--- config.mk ---
export PLATFORM = sky130hd
export DESIGN_NAME = regmem_xfer_seq
export DESIGN_NICKNAME = d
export VERILOG_FILES = /design/src/rtl/rmx_pkg.sv /design/src/rtl/rmx_digits.sv /design/src/rtl/rmx_index.sv /design/src/rtl/rmx_ctrl.sv /design/src/rtl/regmem_xfer_seq.sv
export SDC_FILE = /design/constraint.sdc
export NUM_CORES = 1
export LEC_CHECK = 0
export ABC_AREA = 0
export CORE_MARGIN = 2
export CORE_UTILIZATION = 35
export CTS_CLUSTER_SIZE = 24
export DETAILED_ROUTE_END_ITERATION = 10
export PLACE_DENSITY = 0.67
export SYNTH_ARGS = -nofsm -noshare
export SYNTH_HDL_FRONTEND = slang
export SYNTH_HIERARCHICAL = 1
export SYNTH_SLANG_ARGS = --single-unit
--- constraint.sdc ---
create_clock -name clk -period 4.85 [get_ports clk]
set_clock_uncertainty 0.05 [all_clocks]
set_input_delay 0.97 -clock clk [delete_from_list [all_inputs] [get_ports clk]]
set_output_delay 0.97 -clock clk [all_outputs]
set_load 0.01 [all_outputs]
--- src/rtl/rmx_pkg.sv ---
package rmx_pkg;

  // controller states
  typedef enum logic [2:0] {
    ST_IDLE,
    ST_DAB,
    ST_DIG,
    ST_SAVE,
    ST_LOAD,
    ST_DRAIN,
    ST_DONE
  } seq_st_t;

  // index register update selector
  typedef enum logic [2:0] {
    IX_HOLD,
    IX_NNN,
    IX_ADD,
    IX_GLYPH,
    IX_INC
  } ix_op_t;

  // instruction class nibble (bits 15:12)
  localparam logic [3:0] OPC_IDX  = 4'hA;
  localparam logic [3:0] OPC_MISC = 4'hF;

  // sub-operation byte (bits 7:0) of the misc class
  localparam logic [7:0] SUB_DIGITS = 8'h33;
  localparam logic [7:0] SUB_STORE  = 8'h55;
  localparam logic [7:0] SUB_LOAD   = 8'h65;
  localparam logic [7:0] SUB_GLYPH  = 8'h29;
  localparam logic [7:0] SUB_ADDIX  = 8'h1E;

endpackage

--- src/rtl/rmx_digits.sv ---
// Sequential binary to decimal converter (shift and add-3), one bit per step.
module rmx_digits #(
  parameter int BW     = 8,
  parameter int DIGITS = 3,
  localparam int DW    = 4 * DIGITS
) (
  input  logic          clk,
  input  logic          rst_n,
  input  logic          load,
  input  logic          step,
  input  logic [BW-1:0] value,
  output logic [DW-1:0] bcd
);

  function automatic logic [3:0] dd_fix(input logic [3:0] nib);
    return (nib >= 4'd5) ? nib + 4'd3 : nib;
  endfunction

  logic [BW-1:0] bin_q;
  logic [DW-1:0] bcd_q;
  logic [DW-1:0] adj;

  for (genvar g = 0; g < DIGITS; g++) begin : g_fix
    assign adj[4*g +: 4] = dd_fix(bcd_q[4*g +: 4]);
  end

  always_ff @(posedge clk or negedge rst_n) begin
    if (!rst_n) begin
      bin_q <= '0;
      bcd_q <= '0;
    end else if (load) begin
      bin_q <= value;
      bcd_q <= '0;
    end else if (step) begin
      bcd_q <= (adj << 1) | {{(DW-1){1'b0}}, bin_q[BW-1]};
      bin_q <= bin_q << 1;
    end
  end

  assign bcd = bcd_q;

endmodule

--- src/rtl/rmx_index.sv ---
// Index pointer with its update arithmetic.
module rmx_index
  import rmx_pkg::*;
#(
  parameter int AW           = 12,
  parameter int BW           = 8,
  parameter int FONT_BASE    = 'h050,
  parameter int GLYPH_STRIDE = 5
) (
  input  logic          clk,
  input  logic          rst_n,
  input  ix_op_t        op,
  input  logic [AW-1:0] nnn,
  input  logic [BW-1:0] vx,
  output logic [AW-1:0] idx
);

  function automatic logic [AW-1:0] glyph_addr(input logic [3:0] nib);
    return AW'(FONT_BASE) + AW'(GLYPH_STRIDE) * AW'(nib);
  endfunction

  function automatic logic [AW-1:0] add_wrap(input logic [AW-1:0] a,
                                             input logic [AW-1:0] b);
    return a + b;
  endfunction

  logic [AW-1:0] idx_q, idx_d;

  always_comb begin
    unique case (op)
      IX_NNN:   idx_d = nnn;
      IX_ADD:   idx_d = add_wrap(idx_q, AW'(vx));
      IX_GLYPH: idx_d = glyph_addr(vx[3:0]);
      IX_INC:   idx_d = add_wrap(idx_q, AW'(1));
      default:  idx_d = idx_q;
    endcase
  end

  always_ff @(posedge clk or negedge rst_n) begin
    if (!rst_n) idx_q <= '0;
    else        idx_q <= idx_d;
  end

  assign idx = idx_q;

endmodule

--- src/rtl/rmx_ctrl.sv ---
// Sequencer: decodes the instruction and steps through the operation.
module rmx_ctrl
  import rmx_pkg::*;
#(
  parameter int BW     = 8,
  parameter int DIGITS = 3,
  parameter int RW     = 4,
  parameter int CW     = 4
) (
  input  logic          clk,
  input  logic          rst_n,
  input  logic          start,
  input  logic [15:0]   instr,
  input  logic          vx_hi_nz,
  output seq_st_t       st,
  output logic          busy,
  output logic          done,
  output logic          warn,
  output ix_op_t        ix_op,
  output logic [CW-1:0] cnt,
  output logic          dab_load,
  output logic          dab_step,
  output logic          mem_en,
  output logic          mem_we,
  output logic          dig_sel,
  output logic [RW-1:0] rd_sel,
  output logic          rf_we,
  output logic [RW-1:0] rf_wa
);

  seq_st_t       st_q, st_d;
  logic [CW-1:0] cnt_q, cnt_d;
  logic [RW-1:0] x_q;
  logic          warn_q;
  logic          pend_q;
  logic [RW-1:0] wa_q;
  logic          accept;
  logic          is_glyph;

  assign accept   = (st_q == ST_IDLE) && start;
  assign is_glyph = (instr[15:12] == OPC_MISC) && (instr[7:0] == SUB_GLYPH);

  always_comb begin
    st_d     = st_q;
    cnt_d    = cnt_q;
    ix_op    = IX_HOLD;
    dab_load = 1'b0;
    dab_step = 1'b0;
    mem_en   = 1'b0;
    mem_we   = 1'b0;
    dig_sel  = 1'b0;
    unique case (st_q)
      ST_IDLE: begin
        if (start) begin
          cnt_d = '0;
          st_d  = ST_DONE;
          if (instr[15:12] == OPC_IDX) begin
            ix_op = IX_NNN;
          end else if (instr[15:12] == OPC_MISC) begin
            case (instr[7:0])
              SUB_DIGITS: begin dab_load = 1'b1; st_d = ST_DAB; end
              SUB_STORE:  st_d  = ST_SAVE;
              SUB_LOAD:   st_d  = ST_LOAD;
              SUB_GLYPH:  ix_op = IX_GLYPH;
              SUB_ADDIX:  ix_op = IX_ADD;
              default:    ;
            endcase
          end
        end
      end
      ST_DAB: begin
        dab_step = 1'b1;
        if (cnt_q == CW'(BW - 1)) begin
          cnt_d = '0;
          st_d  = ST_DIG;
        end else begin
          cnt_d = cnt_q + 1'b1;
        end
      end
      ST_DIG: begin
        mem_en  = 1'b1;
        mem_we  = 1'b1;
        dig_sel = 1'b1;
        if (cnt_q == CW'(DIGITS - 1)) st_d = ST_DONE;
        else                          cnt_d = cnt_q + 1'b1;
      end
      ST_SAVE: begin
        mem_en = 1'b1;
        mem_we = 1'b1;
        ix_op  = IX_INC;
        if (cnt_q == CW'(x_q)) st_d = ST_DONE;
        else                   cnt_d = cnt_q + 1'b1;
      end
      ST_LOAD: begin
        mem_en = 1'b1;
        ix_op  = IX_INC;
        if (cnt_q == CW'(x_q)) st_d = ST_DRAIN;
        else                   cnt_d = cnt_q + 1'b1;
      end
      ST_DRAIN: st_d = ST_DONE;
      ST_DONE:  st_d = ST_IDLE;
      default:  st_d = ST_IDLE;
    endcase
  end

  always_ff @(posedge clk or negedge rst_n) begin
    if (!rst_n) begin
      st_q   <= ST_IDLE;
      cnt_q  <= '0;
      x_q    <= '0;
      warn_q <= 1'b0;
      pend_q <= 1'b0;
      wa_q   <= '0;
    end else begin
      st_q   <= st_d;
      cnt_q  <= cnt_d;
      pend_q <= (st_q == ST_LOAD);
      wa_q   <= cnt_q[RW-1:0];
      if (accept) begin
        x_q    <= RW'(instr[11:8]);
        warn_q <= is_glyph && vx_hi_nz;
      end
    end
  end

  always_comb begin
    if (st_q == ST_IDLE)      rd_sel = RW'(instr[11:8]);
    else if (st_q == ST_SAVE) rd_sel = cnt_q[RW-1:0];
    else                      rd_sel = x_q;
  end

  assign st    = st_q;
  assign cnt   = cnt_q;
  assign busy  = (st_q != ST_IDLE);
  assign done  = (st_q == ST_DONE);
  assign warn  = warn_q && (st_q == ST_DONE);
  assign rf_we = pend_q;
  assign rf_wa = wa_q;

endmodule

--- src/rtl/regmem_xfer_seq.sv ---
// Register-memory transfer sequencer top level.
module regmem_xfer_seq
  import rmx_pkg::*;
#(
  parameter int AW           = 12,
  parameter int BW           = 8,
  parameter int REGS         = 16,
  parameter int DIGITS       = 3,
  parameter int FONT_BASE    = 'h050,
  parameter int GLYPH_STRIDE = 5,
  localparam int RW          = $clog2(REGS),
  localparam int CW          = (RW > $clog2(BW)) ? RW : $clog2(BW),
  localparam int DW          = 4 * DIGITS
) (
  input  logic          clk,
  input  logic          rst_n,
  input  logic          start,
  input  logic [15:0]   instr,
  output logic          busy,
  output logic          done,
  output logic          glyph_warn,
  output logic [AW-1:0] index_o,
  output logic [RW-1:0] rf_rd_addr,
  input  logic [BW-1:0] rf_rd_data,
  output logic          rf_we,
  output logic [RW-1:0] rf_wr_addr,
  output logic [BW-1:0] rf_wr_data,
  output logic          mem_en,
  output logic          mem_we,
  output logic [AW-1:0] mem_addr,
  output logic [BW-1:0] mem_wdata,
  input  logic [BW-1:0] mem_rdata
);

  seq_st_t       st;
  ix_op_t        ix_op;
  logic [CW-1:0] cnt;
  logic          dab_load, dab_step, dig_sel;
  logic [DW-1:0] bcd;
  logic [AW-1:0] index_q;
  logic [3:0]    dig_nib;

  // named events for the checker
  logic dig_wr_ev, ld_rd_ev, nnn_ev;

  rmx_ctrl #(
    .BW(BW), .DIGITS(DIGITS), .RW(RW), .CW(CW)
  ) u_ctrl (
    .clk      (clk),
    .rst_n    (rst_n),
    .start    (start),
    .instr    (instr),
    .vx_hi_nz (|rf_rd_data[BW-1:4]),
    .st       (st),
    .busy     (busy),
    .done     (done),
    .warn     (glyph_warn),
    .ix_op    (ix_op),
    .cnt      (cnt),
    .dab_load (dab_load),
    .dab_step (dab_step),
    .mem_en   (mem_en),
    .mem_we   (mem_we),
    .dig_sel  (dig_sel),
    .rd_sel   (rf_rd_addr),
    .rf_we    (rf_we),
    .rf_wa    (rf_wr_addr)
  );

  rmx_digits #(
    .BW(BW), .DIGITS(DIGITS)
  ) u_digits (
    .clk   (clk),
    .rst_n (rst_n),
    .load  (dab_load),
    .step  (dab_step),
    .value (rf_rd_data),
    .bcd   (bcd)
  );

  rmx_index #(
    .AW(AW), .BW(BW), .FONT_BASE(FONT_BASE), .GLYPH_STRIDE(GLYPH_STRIDE)
  ) u_index (
    .clk   (clk),
    .rst_n (rst_n),
    .op    (ix_op),
    .nnn   (instr[AW-1:0]),
    .vx    (rf_rd_data),
    .idx   (index_q)
  );

  // most significant digit first
  always_comb begin
    dig_nib = '0;
    for (int k = 0; k < DIGITS; k++)
      if (cnt == CW'(k)) dig_nib = bcd[4*(DIGITS-1-k) +: 4];
  end

  assign mem_addr   = index_q + (dig_sel ? AW'(cnt) : AW'(0));
  assign mem_wdata  = dig_sel ? BW'(dig_nib) : rf_rd_data;
  assign rf_wr_data = mem_rdata;
  assign index_o    = index_q;

  assign dig_wr_ev = dig_sel && mem_we;
  assign ld_rd_ev  = (st == ST_LOAD);
  assign nnn_ev    = (ix_op == IX_NNN);

endmodule

==> summary.md, run 1 <==
| Metric | Value |
|---|---|
| WL final | 12.3 mm |
| Depth of the worst register-to-register path | 15 |
| Yosys cell types | 74 |
| Flop-to-flop setup slack | 0.97 ns |
| Maximum vdd drop | 0.000301 V |
| Clock period minus final worst setup slack | 4.59 ns |
| Total gr overflow | 0 |
| Multi-input gate area | 2740 um2 |
| Standard-cell rows | 40 |
| GP Congestion | 0.848 |
| CP most frequent cell | nand2b_1 |
| I/O pins | 89 |
| Fillers | 1170 |
| Iteration-0 DRC Markers | 342 |
| Ys Warns | 6 |
| Slew Viols, Final | 0 |
| Worst-Skew Late Latency | 0.29 ns |
| Die area | 13100 um2 |
| R2R Path Start | u_ctrl/st[0] |
| Per-cell routed wire length | 17.3 um |
| GRT met1 Usage | 25.8% |
| CTS Buffer Depth | 2 |
| Ratio of cells with drive above 1 in the final layout | 8.82% |
| H-tree levels | 2 |
| Largest net degree at the start of global routing | 50 |
| Hold worst-path end | u_ctrl/warn_q |
| CTS Hold Buffers Added | 0 |
| Top cells by area, synth | dfrtp_1 (29%), ha_1 (7.6%), nand2_1 (4.5%) |
| Initial Util | 35.7% |
| Postcts setup bufs | 0 |
| Placed insts | 706 |
| Synthesized net count | 569 |
| Crit path kind | primary input to flop |
| # diodes | 0 |
| Clock slew at reported path FFs | 0.07 ns |
| Leak | 2.18 nW |
| DRC Markers | 0 |
| Final hold slack | 0.467 ns |
| Final Worst Setup Slack | 0.264 ns |
| ANT nets after route | 0 |
| HP Class | flop to flop |
| Tcrit/Tclk final | 94.6% |
| Synth Instances | 504 |
| Final setup viols | 0 |
| Syn-to-layout area delta | 24.3% |
| Max-cap viol count | 0 |
| CTS tree | yes |
| PD cells | 639 nW/um2 |
| CTS resizes | 0 |
| Detail Placement HPWL | 9.24 mm |
| Register area | 1230 um2 |
| Yosys top cell area share | 28.7% |
| Post-synthesis sequential area ratio | 28.7% |
| RSZ-0062 raised after global routing | false |
| Post-route insts no fill | 714 |
| Worst slew pin tran | 0.663 ns |
| TritonRoute pass-1 iters | 6 |
| FMAX | 218 MHz |
| Crit. End Element | flop |
| Post-synthesis cell area | 4270 um2 |
| I/O Buffers | 72 |
| Critical path data required time | 4.97 ns |
| Hold Vio Cnt, Final | 0 |
| CTS buffer count | 5 |
| First-pass GRT wire length | 19.9 mm |
| Largest area contributor in the netlist | dfrtp_1 |
| Clock sinks | 49 |
| Post-DR vias/cell | 5.72 |
| Fin nets | 631 |
| Synth Register Bits | 49 |
| Setup slack after placement | 0.0843 ns |
| Setup TNS | 0 ns |
| Rel. slew slack | 55.8% |
| Hold depth | 2 |
| CP max stage cell | clkdlybuf4s50_1 |
| Vias in the first global route | 4060 |
| Most used DFF post-synth | dfrtp_1 |
| Number of synthesized flops with an enable pin | 0 |
| Worst r2r dst | u_index/idx[8] |
| Arr. time, crit path | 4.70 ns |
| Antenna violations before repair | 0 |
| Hold wc startpoint | u_ctrl/warn_q |
| GRT Total Usage | 18.9% |
| Fin util | 44.4% |
| Critical path fanouts, max | 8 |
| Die span in y | 114 um |
| Avg Cell Area, Syn | 8.47 um2 |
| Status | completed |
| Startpoint Class | primary input |
| Die X | 114 um |
| Vias | 4087 |
| Slowest stage delay, CP | 0.54 ns |
| Root Driver | clkbuf_16 |
| GRT busiest layer | met2 |
| Met2 Resource Use GR | 30.7% |
| GR Util met3 | 3.39% |
| Core area | 12000 um2 |
| Synth async-reset ratio | 100% |
| Critical path, cell by cell | clkdlybuf4s50_1 > nand2b_1 > nor4b_1 > nand3_1 > nor2_1 > o21a_1 > nor2_1 > nand2_1 > nand2b_1 > ha_1 > inv_1 > fa_1 > nand2b_1 > a21oi_2 > nor2b_2 > a41o_1 > or4_1 |
-- per-layer routing --
layer / share of wire (%) / wire length, um
met5: 0 / 0
met4: 1.9 / 231
met3: 5.6 / 687
met2: 46 / 5710
met1: 46 / 5720
-- worst max path at each step --
stage / start / end / slack, ns
2_1_floorplan: instr[2] / u_index/idx[8] / 0.74
3_3_place_gp: instr[2] / u_index/idx[8] / 0.23
3_5_place_dp: instr[2] / u_index/idx[8] / 0.08
4_1_cts: instr[2] / u_index/idx[8] / 0.37
5_1_grt: instr[2] / u_index/idx[8] / 0.02
6_report: instr[2] / u_index/idx[8] / 0.26
-- synth_stat cells (all sizes together), types with 7 or more instances --
cell    number
buf         21
nand2b      14
o22a         9
dfrtp       49
nor3         7
mux2i       12
nand2       51
nor2        29
a22oi        8
nand3       10
o21ai       41
xnor2       14
o311ai       7
o22ai       11
inv         39
nor2b        7
clkbuf       9
ha          26
and2        10
a21oi       23
xor2         9
-- power by group --
| part | internal (mW) | switching, mW |
|---|---|---|
| Clock | 0.298 | 0.163 |
| Combinational | 1.04 | 1.10 |
| Sequential | 0.573 | 0.213 |
| Total | 1.91 | 1.48 |
-- worst max-delay path, delay by kind of cell --
kind | cells | cell delay (ns)
simple gates | 10 | 1.93
fa+ha+maj | 2 | 0.59
buf+inv | 2 | 0.61
compound gates | 3 | 0.59
-- cell usage in the layout, fill, tap and decap left out, drive strengths merged, types with 11 or more instances in the layout --
cell,n
nand2,51
buf,14
a21oi,23
nand2b,14
dfrtp,49
ha,26
xnor2,14
inv,40
o22ai,11
clkdlybuf4s50,71
o21ai,41
nor2,29
mux2i,12
-- area by class of cell --
cell class	count	share of cell area, %
Multi-Input combinational cell	386	51.7
Tap cell	147	3.47
Clock buffer	5	2.36
Timing Repair Buffer	85	15.3
Inverter	39	2.76
Sequential cell	49	23.1
Clock inverter	3	1.30
-- sequential cells by signal (all words and copies together), names as in the netlist --
register / count
u_digits/bcd: 12
u_index/idx: 12
u_digits/bin_q: 8
u_ctrl/cnt: 4
u_ctrl/rf_wa: 4
u_ctrl/x_q: 4
u_ctrl/st: 3
u_ctrl/rf_we: 1
u_ctrl/warn_q: 1
-- cells by family (layout without fill, tap and decap cells) --
kind of cell    Yosys count  after routing  share of synthesized area, %
flops                    49             49                          28.7
xor+xnor                 23             23                          4.72
fa+ha+maj                30             30                          9.50
simple gates            169            169                          21.3
buf+inv                  69            132                          7.41
mux                      18             18                          4.40
compound gates          146            146                          23.9
-- stage by stage --
stage | area [um2] | power [mW]
after floorplan | 4270 | 2.16
after detailed placement | 5110 | 2.91
final | 5310 | 3.39
after global placement | 5110 | 2.85
after CTS | 5310 | 3.39
after global routing | 5310 | 3.66
Note: power is estimated with default switching activity, not from simulation.
==> run 2, diff against run 1 <==
Settings changed: RECOVER_POWER set to 100.
==> run 2 against run 1 <==
The flow now finishes with violations (capacitance limit, slew limit). Largest cell class unchanged. Die area unchanged. Sequential power about the same. First-iteration DRC count increased by 16%. Global-route usage unchanged. Via count decreased by 0.34%. Total power decreased by 2.6%. Critical path depth unchanged. Fmax increased by 0.95%. Critical endpoint unchanged. Count of clock-buffer cells in the layout unchanged. Critical path type unchanged. Register-to-register slack got worse by 0.32 ns.
==> summary.md, run 2 (synthesized netlist as in run 1, its figures left out) <==
| Metric | Value |
|---|---|
| ANT nets after route | 0 (unchanged) |
| Postcts setup bufs | 0 (unchanged) |
| CP most frequent cell | nand2b_1 |
| Fillers | 1177 (+0.60%) |
| Max-cap viol count | 1 (+1) |
| Worst slew pin tran | 2.79 ns (+2.13 ns) |
| CTS resizes | 0 (unchanged) |
| # diodes | 0 (unchanged) |
| Crit. End Element | flop |
| H-tree levels | 2 (unchanged) |
| Fin nets | 631 (unchanged) |
| FMAX | 220 MHz (+0.95%) |
| Status | finished with violations |
| Clock slew at reported path FFs | 0.07 ns (about the same) |
| Rel. slew slack | -86.3% (-140 points) |
| Die X | 114 um (unchanged) |
| Critical path fanouts, max | 8 (unchanged) |
| CTS buffer count | 5 (unchanged) |
| Largest net degree at the start of global routing | 50 (unchanged) |
| Commonest cells after routing, fill and taps aside | nand2_1 (51), dfrtp_1 (49), dlygate4sd3_1 (40) |
| CTS Hold Buffers Added | 0 (unchanged) |
| Slew Viols, Final | 50 (+50) |
| Initial Util | 35.7% (unchanged) |
| CTS tree | yes |
| Total gr overflow | 0 (unchanged) |
| Failing checks | capacitance limit, slew limit |
| Clock period minus final worst setup slack | 4.54 ns (-0.0429 ns) |
| Post-DR vias/cell | 5.70 (-0.34%) |
| RSZ-0062 raised after global routing | false |
| Maximum vdd drop | 0.000291 V (-3.3%) |
| Clock sinks | 49 (unchanged) |
| Hold Vio Cnt, Final | 0 (unchanged) |
| Root Driver | clkbuf_16 |
| Iteration-0 DRC Markers | 396 (+16%) |
| Detail Placement HPWL | 9.24 mm (unchanged) |
| First-pass GRT wire length | 19.9 mm (unchanged) |
| TritonRoute pass-1 iters | 5 (-1) |
| GP Congestion | 0.848 (unchanged) |
| Die area | 13100 um2 (unchanged) |
| Vias | 4073 (-0.34%) |
| Leak | 2.15 nW (-1.4%) |
| Ratio of cells with drive above 1 in the final layout | 6.53% (-2.3 points) |
| Flop-to-flop setup slack | 0.65 ns (-0.32 ns) |
| Standard-cell rows | 40 (unchanged) |
| HP Class | flop to flop |
| Critical path data required time | 4.97 ns (about the same) |
| Fin util | 44.0% (-0.39 points) |
| GRT Total Usage | 18.9% (unchanged) |
| Core area | 12000 um2 (unchanged) |
| Final hold slack | 0.473 ns (+0.00629 ns) |
| Arr. time, crit path | 4.66 ns (-0.04 ns) |
| Startpoint Class | primary input |
| WL final | 12.3 mm (-0.35%) |
| Worst-Skew Late Latency | 0.29 ns (about the same) |
| Syn-to-layout area delta | 23.2% |
| DRC Markers | 0 (unchanged) |
| Most common cell after layout, fill and taps aside | nand2_1 |
| Antenna violations before repair | 0 (unchanged) |
| Die span in y | 114 um (unchanged) |
| CP max stage cell | clkdlybuf4s50_1 |
| CTS Buffer Depth | 2 (unchanged) |
| Slowest stage delay, CP | 0.54 ns (about the same) |
| I/O Buffers | 72 (unchanged) |
| Vias in the first global route | 4060 (unchanged) |
| I/O pins | 89 (unchanged) |
| Critical path, cell by cell | clkdlybuf4s50_1 > nand2b_1 > nor4b_1 > nand3_1 > nor2_1 > o21a_1 > nor2_1 > nand2_1 > nand2b_1 > ha_1 > inv_1 > fa_1 > nand2b_1 > a21oi_2 > nor2b_2 > a41o_1 > or4_1 |
| Per-cell routed wire length | 17.2 um (-0.35%) |
| Crit path kind | primary input to flop |
| PD cells | 627 nW/um2 (-1.8%) |
| Setup TNS | 0 ns (unchanged) |
| Tcrit/Tclk final | 93.7% (-0.88 points) |
| Final setup viols | 0 (unchanged) |
-- run 2: cell types whose count changed in the layout (fill, tap and decap cells not counted), sizes merged --
cell           before  now
clkdlybuf4s50      71   31
dlygate4sd3         0   40
buf                14    6
clkbuf              5   13
-- run 2: stage by stage --
step           cell area, um2  total power [mW]  instances  setup slack, ns
6_report                 5260              3.30        714            0.307
4_1_cts                  5310              3.39        714            0.371
3_5_place_dp             5110              2.91        706           0.0843
3_3_place_gp             5110              2.85        706            0.227
2_1_floorplan            4270              2.16        504            0.739
5_1_grt                  5260              3.57        714           0.0199
-- run 2: layer usage --
| layer | GRT usage (%) | vias to the layer above | wire (um) |
|---|---|---|---|
| li1 | - | 1955 | - |
| met1 | 25.8 | 1952 | 5710 |
| met2 | 30.7 | 152 | 5640 |
| met3 | 3.39 | 14 | 725 |
| met4 | 5.69 | 0 | 221 |
| met5 | 0 | - | 0 |
-- run 2: critical path: cells and delay by family --
kind                     cells  cell delay (ns)
AND/OR/NAND/NOR             10             1.91
buffers and inverters        2             0.61
adder cells (fa/ha/maj)      2             0.59
AO/OA/AOI/OAI                3             0.59
-- run 2: final cells by class --
type	instances	area, um2	area share [%]
clock buffers	5	125	2.38
well taps	147	184	3.50
multi-input cells	386	2730	51.8
repair buffers	85	783	14.9
inverters	39	146	2.78
clock inverters	3	68.8	1.31
flip-flops and latches	49	1230	23.3
-- run 2: path summary, 6_finish.rpt --
| check | startpoint | end | cells after the start |
|---|---|---|---|
| min reg2reg | u_ctrl/warn_q | u_ctrl/warn_q | 2 |
| min in group asynchronous | rst_n | u_digits/bcd[2] | 2 |
| max in group asynchronous | rst_n | u_digits/bin_q[1] | 2 |
| max | instr[2] | u_index/idx[8] | 17 |
| max reg2reg | u_ctrl/st[2] | u_index/idx[8] | 16 |
| min | u_ctrl/warn_q | u_ctrl/warn_q | 2 |
-- run 2: power by group --
part,internal [mW],leakage [nW],switching [mW]
combinational,0.960,1.47,1.09
clock,0.298,0.0944,0.164
sequential,0.573,0.579,0.210
